==> src/rtl/ssd_pkg.sv <==
`timescale 1ns/1ps
package ssd_pkg;

  // Instruction field layout (fixed 32-bit instruction)
  localparam int OPC_W   = 6;
  localparam int OPC_LSB = 26;
  localparam int RA_LSB  = 21;
  localparam int RB_LSB  = 16;
  localparam int RD_LSB  = 11;
  localparam int IMM_W   = 16;

  typedef enum logic [OPC_W-1:0] {
    OP_ADD = 6'd0,
    OP_SUB = 6'd1,
    OP_AND = 6'd2,
    OP_OR  = 6'd3,
    OP_NOT = 6'd4,
    OP_XOR = 6'd5
  } alu_op_e;

  typedef enum logic [1:0] {
    DISP_INSTR = 2'd0,
    DISP_DATA  = 2'd1,
    DISP_ALU   = 2'd2,
    DISP_PC    = 2'd3
  } disp_sel_e;

endpackage

==> src/rtl/ssd_byte_loader.sv <==
`timescale 1ns/1ps
module ssd_byte_loader #(
  parameter  int WORD_W = 32,
  parameter  int BYTE_W = 8,
  localparam int LANES  = WORD_W / BYTE_W,
  localparam int LANE_W = $clog2(LANES)
) (
  input  logic              clk_i,
  input  logic              rst_ni,
  input  logic              load_i,
  input  logic [LANE_W-1:0] lane_i,
  input  logic [BYTE_W-1:0] byte_i,
  output logic [WORD_W-1:0] word_o
);

  for (genvar l = 0; l < LANES; l++) begin : g_lane
    logic              hit;
    logic [BYTE_W-1:0] lane_q;

    always_comb begin
      hit = load_i && (lane_i == LANE_W'(l));
    end

    always_ff @(posedge clk_i or negedge rst_ni) begin
      if (!rst_ni) begin
        lane_q <= '0;
      end else if (hit) begin
        lane_q <= byte_i;
      end
    end

    assign word_o[l*BYTE_W +: BYTE_W] = lane_q;
  end

endmodule

==> src/rtl/ssd_regfile.sv <==
`timescale 1ns/1ps
module ssd_regfile #(
  parameter  int DATA_W = 32,
  parameter  int DEPTH  = 32,
  localparam int ADDR_W = $clog2(DEPTH)
) (
  input  logic              clk_i,
  input  logic              rst_ni,
  input  logic              we_i,
  input  logic [ADDR_W-1:0] waddr_i,
  input  logic [DATA_W-1:0] wdata_i,
  input  logic [ADDR_W-1:0] raddr_a_i,
  input  logic [ADDR_W-1:0] raddr_b_i,
  output logic [DATA_W-1:0] rdata_a_o,
  output logic [DATA_W-1:0] rdata_b_o
);

  logic [DATA_W-1:0] entry [DEPTH];

  for (genvar e = 0; e < DEPTH; e++) begin : g_entry
    logic              hit;
    logic [DATA_W-1:0] val_q;

    always_comb begin
      hit = we_i && (waddr_i == ADDR_W'(e));
    end

    always_ff @(posedge clk_i or negedge rst_ni) begin
      if (!rst_ni) begin
        val_q <= '0;
      end else if (hit) begin
        val_q <= wdata_i;
      end
    end

    assign entry[e] = val_q;
  end

  always_comb begin
    rdata_a_o = entry[raddr_a_i];
    rdata_b_o = entry[raddr_b_i];
  end

endmodule

==> src/rtl/ssd_alu.sv <==
`timescale 1ns/1ps
module ssd_alu
  import ssd_pkg::*;
#(
  parameter int DATA_W = 32
) (
  input  logic [OPC_W-1:0]  op_i,
  input  logic [DATA_W-1:0] a_i,
  input  logic [DATA_W-1:0] b_i,
  output logic [DATA_W-1:0] res_o
);

  always_comb begin
    case (op_i)
      OP_ADD:  res_o = a_i + b_i;
      OP_SUB:  res_o = a_i - b_i;
      OP_AND:  res_o = a_i & b_i;
      OP_OR:   res_o = a_i | b_i;
      OP_NOT:  res_o = ~a_i;
      OP_XOR:  res_o = a_i ^ b_i;
      default: res_o = '0;
    endcase
  end

endmodule

==> src/rtl/ssd_pc_unit.sv <==
`timescale 1ns/1ps
module ssd_pc_unit #(
  parameter int DATA_W  = 32,
  parameter int PC_STEP = 4
) (
  input  logic              clk_i,
  input  logic              rst_ni,
  input  logic              step_i,
  input  logic              branch_i,
  input  logic [DATA_W-1:0] opnd_a_i,
  input  logic [DATA_W-1:0] opnd_b_i,
  input  logic [DATA_W-1:0] offset_i,
  output logic [DATA_W-1:0] pc_o
);

  logic              taken;
  logic [DATA_W-1:0] seq_pc;
  logic [DATA_W-1:0] pc_d;
  logic [DATA_W-1:0] pc_q;

  always_comb begin
    taken  = branch_i && (opnd_a_i == opnd_b_i);
    seq_pc = pc_q + DATA_W'(PC_STEP);
    pc_d   = taken ? (seq_pc + offset_i) : seq_pc;
  end

  always_ff @(posedge clk_i or negedge rst_ni) begin
    if (!rst_ni) begin
      pc_q <= '0;
    end else if (step_i) begin
      pc_q <= pc_d;
    end
  end

  assign pc_o = pc_q;

endmodule

==> src/rtl/switch_step_datapath.sv <==
`timescale 1ns/1ps
module switch_step_datapath
  import ssd_pkg::*;
#(
  parameter  int DATA_W   = 32,
  parameter  int BYTE_W   = 8,
  parameter  int NUM_REGS = 32,
  parameter  int PC_STEP  = 4,
  localparam int LANE_W   = $clog2(DATA_W / BYTE_W),
  localparam int ADDR_W   = $clog2(NUM_REGS)
) (
  input  logic              clk_i,
  input  logic              rst_ni,
  input  logic [BYTE_W-1:0] byte_i,
  input  logic [LANE_W-1:0] lane_sel_i,
  input  logic              load_i,
  input  logic              load_instr_i,
  input  logic              wr_src_alu_i,
  input  logic              opnd_imm_i,
  input  logic              fmt_imm_i,
  input  logic              wr_en_i,
  input  logic              step_i,
  input  logic [1:0]        disp_sel_i,
  output logic [DATA_W-1:0] disp_o
);

  logic [DATA_W-1:0] instr_q;
  logic [DATA_W-1:0] data_q;
  logic [DATA_W-1:0] pc_q;
  logic [DATA_W-1:0] alu_res;
  logic [DATA_W-1:0] rd_a;
  logic [DATA_W-1:0] rd_b;
  logic [DATA_W-1:0] opnd_b;
  logic [DATA_W-1:0] imm_ext;
  logic [DATA_W-1:0] wr_data;
  logic [ADDR_W-1:0] wr_addr;
  logic [OPC_W-1:0]  opcode;
  logic              rf_we;
  logic              is_branch;

  // Holding registers, one loader each
  ssd_byte_loader #(.WORD_W(DATA_W), .BYTE_W(BYTE_W)) u_instr_ld (
    .clk_i  (clk_i),
    .rst_ni (rst_ni),
    .load_i (load_i && load_instr_i),
    .lane_i (lane_sel_i),
    .byte_i (byte_i),
    .word_o (instr_q)
  );

  ssd_byte_loader #(.WORD_W(DATA_W), .BYTE_W(BYTE_W)) u_data_ld (
    .clk_i  (clk_i),
    .rst_ni (rst_ni),
    .load_i (load_i && !load_instr_i),
    .lane_i (lane_sel_i),
    .byte_i (byte_i),
    .word_o (data_q)
  );

  // Instruction decode
  always_comb begin
    opcode    = instr_q[OPC_LSB +: OPC_W];
    imm_ext   = {{(DATA_W-IMM_W){instr_q[IMM_W-1]}}, instr_q[IMM_W-1:0]};
    wr_addr   = fmt_imm_i ? instr_q[RB_LSB +: ADDR_W] : instr_q[RD_LSB +: ADDR_W];
    opnd_b    = opnd_imm_i ? imm_ext : rd_b;
    wr_data   = wr_src_alu_i ? alu_res : data_q;
    rf_we     = step_i && wr_en_i;
    is_branch = fmt_imm_i && (opcode == OP_SUB);
  end

  ssd_regfile #(.DATA_W(DATA_W), .DEPTH(NUM_REGS)) u_rf (
    .clk_i     (clk_i),
    .rst_ni    (rst_ni),
    .we_i      (rf_we),
    .waddr_i   (wr_addr),
    .wdata_i   (wr_data),
    .raddr_a_i (instr_q[RA_LSB +: ADDR_W]),
    .raddr_b_i (instr_q[RB_LSB +: ADDR_W]),
    .rdata_a_o (rd_a),
    .rdata_b_o (rd_b)
  );

  ssd_alu #(.DATA_W(DATA_W)) u_alu (
    .op_i  (opcode),
    .a_i   (rd_a),
    .b_i   (opnd_b),
    .res_o (alu_res)
  );

  ssd_pc_unit #(.DATA_W(DATA_W), .PC_STEP(PC_STEP)) u_pc (
    .clk_i    (clk_i),
    .rst_ni   (rst_ni),
    .step_i   (step_i),
    .branch_i (is_branch),
    .opnd_a_i (rd_a),
    .opnd_b_i (opnd_b),
    .offset_i (imm_ext),
    .pc_o     (pc_q)
  );

  // Display selector
  always_comb begin
    case (disp_sel_i)
      DISP_INSTR: disp_o = instr_q;
      DISP_DATA:  disp_o = data_q;
      DISP_ALU:   disp_o = alu_res;
      default:    disp_o = pc_q;
    endcase
  end

endmodule

==> config.mk <==
export PLATFORM = sky130hd
export DESIGN_NAME = switch_step_datapath
export DESIGN_NICKNAME = d
export VERILOG_FILES = /design/src/rtl/ssd_pkg.sv /design/src/rtl/ssd_byte_loader.sv /design/src/rtl/ssd_regfile.sv /design/src/rtl/ssd_alu.sv /design/src/rtl/ssd_pc_unit.sv /design/src/rtl/switch_step_datapath.sv
export SDC_FILE = /design/constraint.sdc
export NUM_CORES = 2
export LEC_CHECK = 0
export ABC_AREA = 0
export BUFFER_PORTS_ARGS = -buffer_cell sky130_fd_sc_hd__buf_2
export CAP_MARGIN = 20
export CORE_MARGIN = 2
export CORE_UTILIZATION = 45
export DETAILED_ROUTE_END_ITERATION = 6
export GPL_TIMING_DRIVEN = 0
export PLACE_DENSITY_LB_ADDON = 0.08
export SKIP_CTS_REPAIR_TIMING = 1
export SLEW_MARGIN = 10
export SYNTH_ARGS = -nofsm -noshare
export SYNTH_HDL_FRONTEND = slang
export SYNTH_HIERARCHICAL = 1
export SYNTH_SLANG_ARGS = --single-unit
==> constraint.sdc <==
create_clock -name clk_i -period 8.1 [get_ports clk_i]
set_input_delay 0.405 -clock clk_i [delete_from_list [all_inputs] [get_ports clk_i]]
set_output_delay 0.405 -clock clk_i [all_outputs]
set_load 0.005 [all_outputs]
==> results.toml <==
[synth]
ys_async_sr_fraction_pct = 100.0
synth.distinct_cells = 91
synth_seq_cells = 1120
synth_edf_count = 0
synth_area_um2 = 68660
avgSynthCellArea_um2 = 11.22
synth_common_cells = "dfrtp_1 (1120), mux2_2 (1103), mux2i_1 (1030)"
synth_top_area_share_pct = 40.82
syn_inst = 6119
ys_top_cells_by_area = "dfrtp_1 (41%), mux2_2 (18%), mux2i_1 (15%)"
synthesis.nets = 6278
ys_seq_area_share_pct = 40.82
synth.most_common_cell = "dfrtp_1"
synthFlopType = "dfrtp_1"
yosysTopAreaCell = "dfrtp_1"
ys_warn_count = 6

[critical_path]
critPathSlowestCell = "or4_4"
crit_arrival_ps = 7700
slowest_delay_ps = 570
cp-start-kind = "flop"
crit_path_cell_trace = "buf_6, buf_6, clkbuf_4, mux2i_1, a22o_1, nor3_1, a31oi_1, nand3_1, mux2_2, or4_4, or4_4, nand2_1, xnor2_1, ha_1, nand4_1, o41ai_1, a21oi_2, a31oi_2, a311oi_1, xor2_1, o21ai_0, mux4_2, buf_2"
critPathTopFamily = "simple AND/OR/NAND/NOR gates"
crit_required_ps = 7700
end_kind = "output port"
path_buf_inv = 4
path_max_fanout = 10
crit_type = "flop to output port"

[power_and_ir_drop]
p_leak_nw = 36.37
power_density_nw_per_um2 = 345.4
power_frac_seq_pct = 31.7
power.net_switching_mw = 11.31
internal_power_mw = 15.25
power_frac_comb_pct = 45.3
switching_share_pct = 42.59
p_clk_share_pct = 23.0
ir_worst_vdd_mv = 0.2640

[cts]
cts.sinks = 1120
cts.clk_slew.worst_paths_ps = 60
root_buffer = "clkbuf_16"
cts.path.max_buffers = 3
cts_tree = "built"
clk_latency_ps = 800
cts_buffers = 133
htreeDepth = 4

[sta]
fin_tns_setup_ps = -2.720
min_period_ps = 8103
rsz0062_at_grt = "true"
max-slew-margin-rel_pct = 16.19
max_freq_mhz = 123.4
setup_viol = 1
final.setup.worst_slack_ps = -2.720
worst_pin_slew_ps = 1257
finalMaxSlewViolations = 0
timing.final.hold_violations = 0
finClkSkew_ps = 42.89
min_period_over_period_pct = 100.0

[placement]
placedCellCount = 8213
numPortBuffers = 48
gp_congestion = 0.9929
hpwl_mm = 207.9

[routing]
ant_nets = 0
totalWireLength_mm = 269.2
viasPerCell = 6.238
drt_iter0_drc = 4855
first_pass_iters = 6
vias = 52770
wl_per_cell_um = 31.82
drc = 0

[floorplanning]
die_y_um = 394.6
chipWidth_um = 394.6
fp-row-count = 143
core_area_um2 = 151700
dieArea_um2 = 155700
ios = 53
initial_core_util_pct = 45.25

[grt]
antenna_found_initial = 12
grt_pass1_vias = 53250
grt_overflow = 0
track_usage_pct = 33.98
met1_usage_pct = 43.85
grt_max_degree = 142
gr-usage-met3_pct = 6.358
met2_usage_pct = 54.12
grt_pass1_wl_mm = 383.1
top_usage_layer = "met2"

[run]
drv_cap = 0

[cells_and_area]
nFillCells = 14040
syn_to_final_growth_pct = 11.99
drive_gt1_share_pct = 28.02
nNetsFinal = 6481
fin_cells = 8460

[min_path]
hp-class = "input port to flop"

[status]
violations = "setup timing"
status = "finished, violations left"
-- final timing paths --
check / startpoint / endpoint / slack [ps] / cells after the start
max in group asynchronous: rst_ni / u_rf/g_entry[14].val_q[26] / 5580 / 5
min: byte_i[0] / u_instr_ld/g_lane[3].lane_q[0] / 50 / 2
max reg2reg: u_instr_ld/g_lane[2].lane_q[1] / u_rf/g_entry[20].val_q[29] / 260 / 24
min reg2reg: u_rf/g_entry[3].val_q[4] / u_rf/g_entry[3].val_q[4] / 520 / 1
max: u_instr_ld/g_lane[2].lane_q[1] / disp_o[25] / -3 / 23
min in group asynchronous: rst_ni / u_rf/g_entry[2].val_q[3] / 210 / 2
-- layer usage --
metal	vias to the layer above	wire [um]
met1	27100	111500
met3	585	18390
met5	-	42
li1	23020	-
met4	6	15960
met2	2061	123400
-- state kept, by name, indices dropped and copies added, names as in the netlist --
signal,flops
u_rf/g_entry.val_q,1024
u_data_ld/g_lane.lane_q,32
u_instr_ld/g_lane.lane_q,32
u_pc/pc_o,32
-- power by group through the flow --
stage	logic (mW)	registers, mW	clock network, mW
floorplan	7.59	8.06	0
global placement	11.3	8.39	0
detailed placement	11.4	8.46	0
CTS	11.5	8.37	6.22
global route	12.7	8.62	6.44
finish	12.0	8.43	6.10
-- cell families (layout without fill, tap and decap cells) --
logic type / count (synthesis) / in the layout / share of synthesized area, %
buffers and inverters: 629 / 934 / 3.936
DFF: 1120 / 1120 / 40.82
xor gates and xnor gates: 144 / 144 / 1.837
adders and majority gates: 138 / 138 / 2.537
other: 0 / 6 / 0
AOI/OAI and AO/OA: 982 / 982 / 9.558
muxes: 2204 / 2204 / 34.97
and+or+nand+nor: 902 / 902 / 6.340
-- cell usage in the layout (no fill, tap or decap), types with 27 or more instances in the layout --
cell type	instances
buf_2	189
clkbuf_2	53
nor3_1	76
xnor2_1	80
ha_1	134
inv_1	101
buf_1	33
nand2_1	353
o21ai_0	113
xor2_1	64
a22o_1	128
a22oi_1	214
a21oi_1	274
nand4_1	33
mux2_4	30
clkbuf_16	135
mux2i_1	1030
mux2_2	1103
a21o_1	27
a31oi_1	55
mux4_2	31
nor2_1	80
nand3_1	219
clkbuf_4	34
clkbuf_1	251
dfrtp_1	1115
-- metrics by stage --
stage | area, um2 | util (%) | setup WS (ps) | total power, mW | hold WS (ps)
floorplan | 68660 | - | 2145 | 15.65 | 109.4
global placement | 71440 | 47.08 | -19300 | 19.67 | 495.7
detailed placement | 71780 | 47.31 | -1755 | 19.90 | 439.3
CTS | 76160 | 50.19 | -2187 | 26.09 | -414.3
global route | 76880 | 50.67 | -70.00 | 27.76 | 51.16
finish | 76890 | 50.68 | -2.720 | 26.56 | 52.57
-- final cells by class --
type | count | area, um2 | share of cell area [%]
multi-input cells | 4370 | 38240 | 49.73
flip-flops and latches | 1120 | 28030 | 36.46
clock buffers | 195 | 3854 | 5.012
plain buffers | 524 | 2673 | 3.476
well taps | 2030 | 2540 | 3.303
repair buffers | 71 | 633.1 | 0.8234
clock inverters | 42 | 523.0 | 0.6802
inverters | 102 | 384.1 | 0.4995
diodes | 6 | 15.01 | 0.01953
No activity file was read; power rests on OpenSTA's default activity.
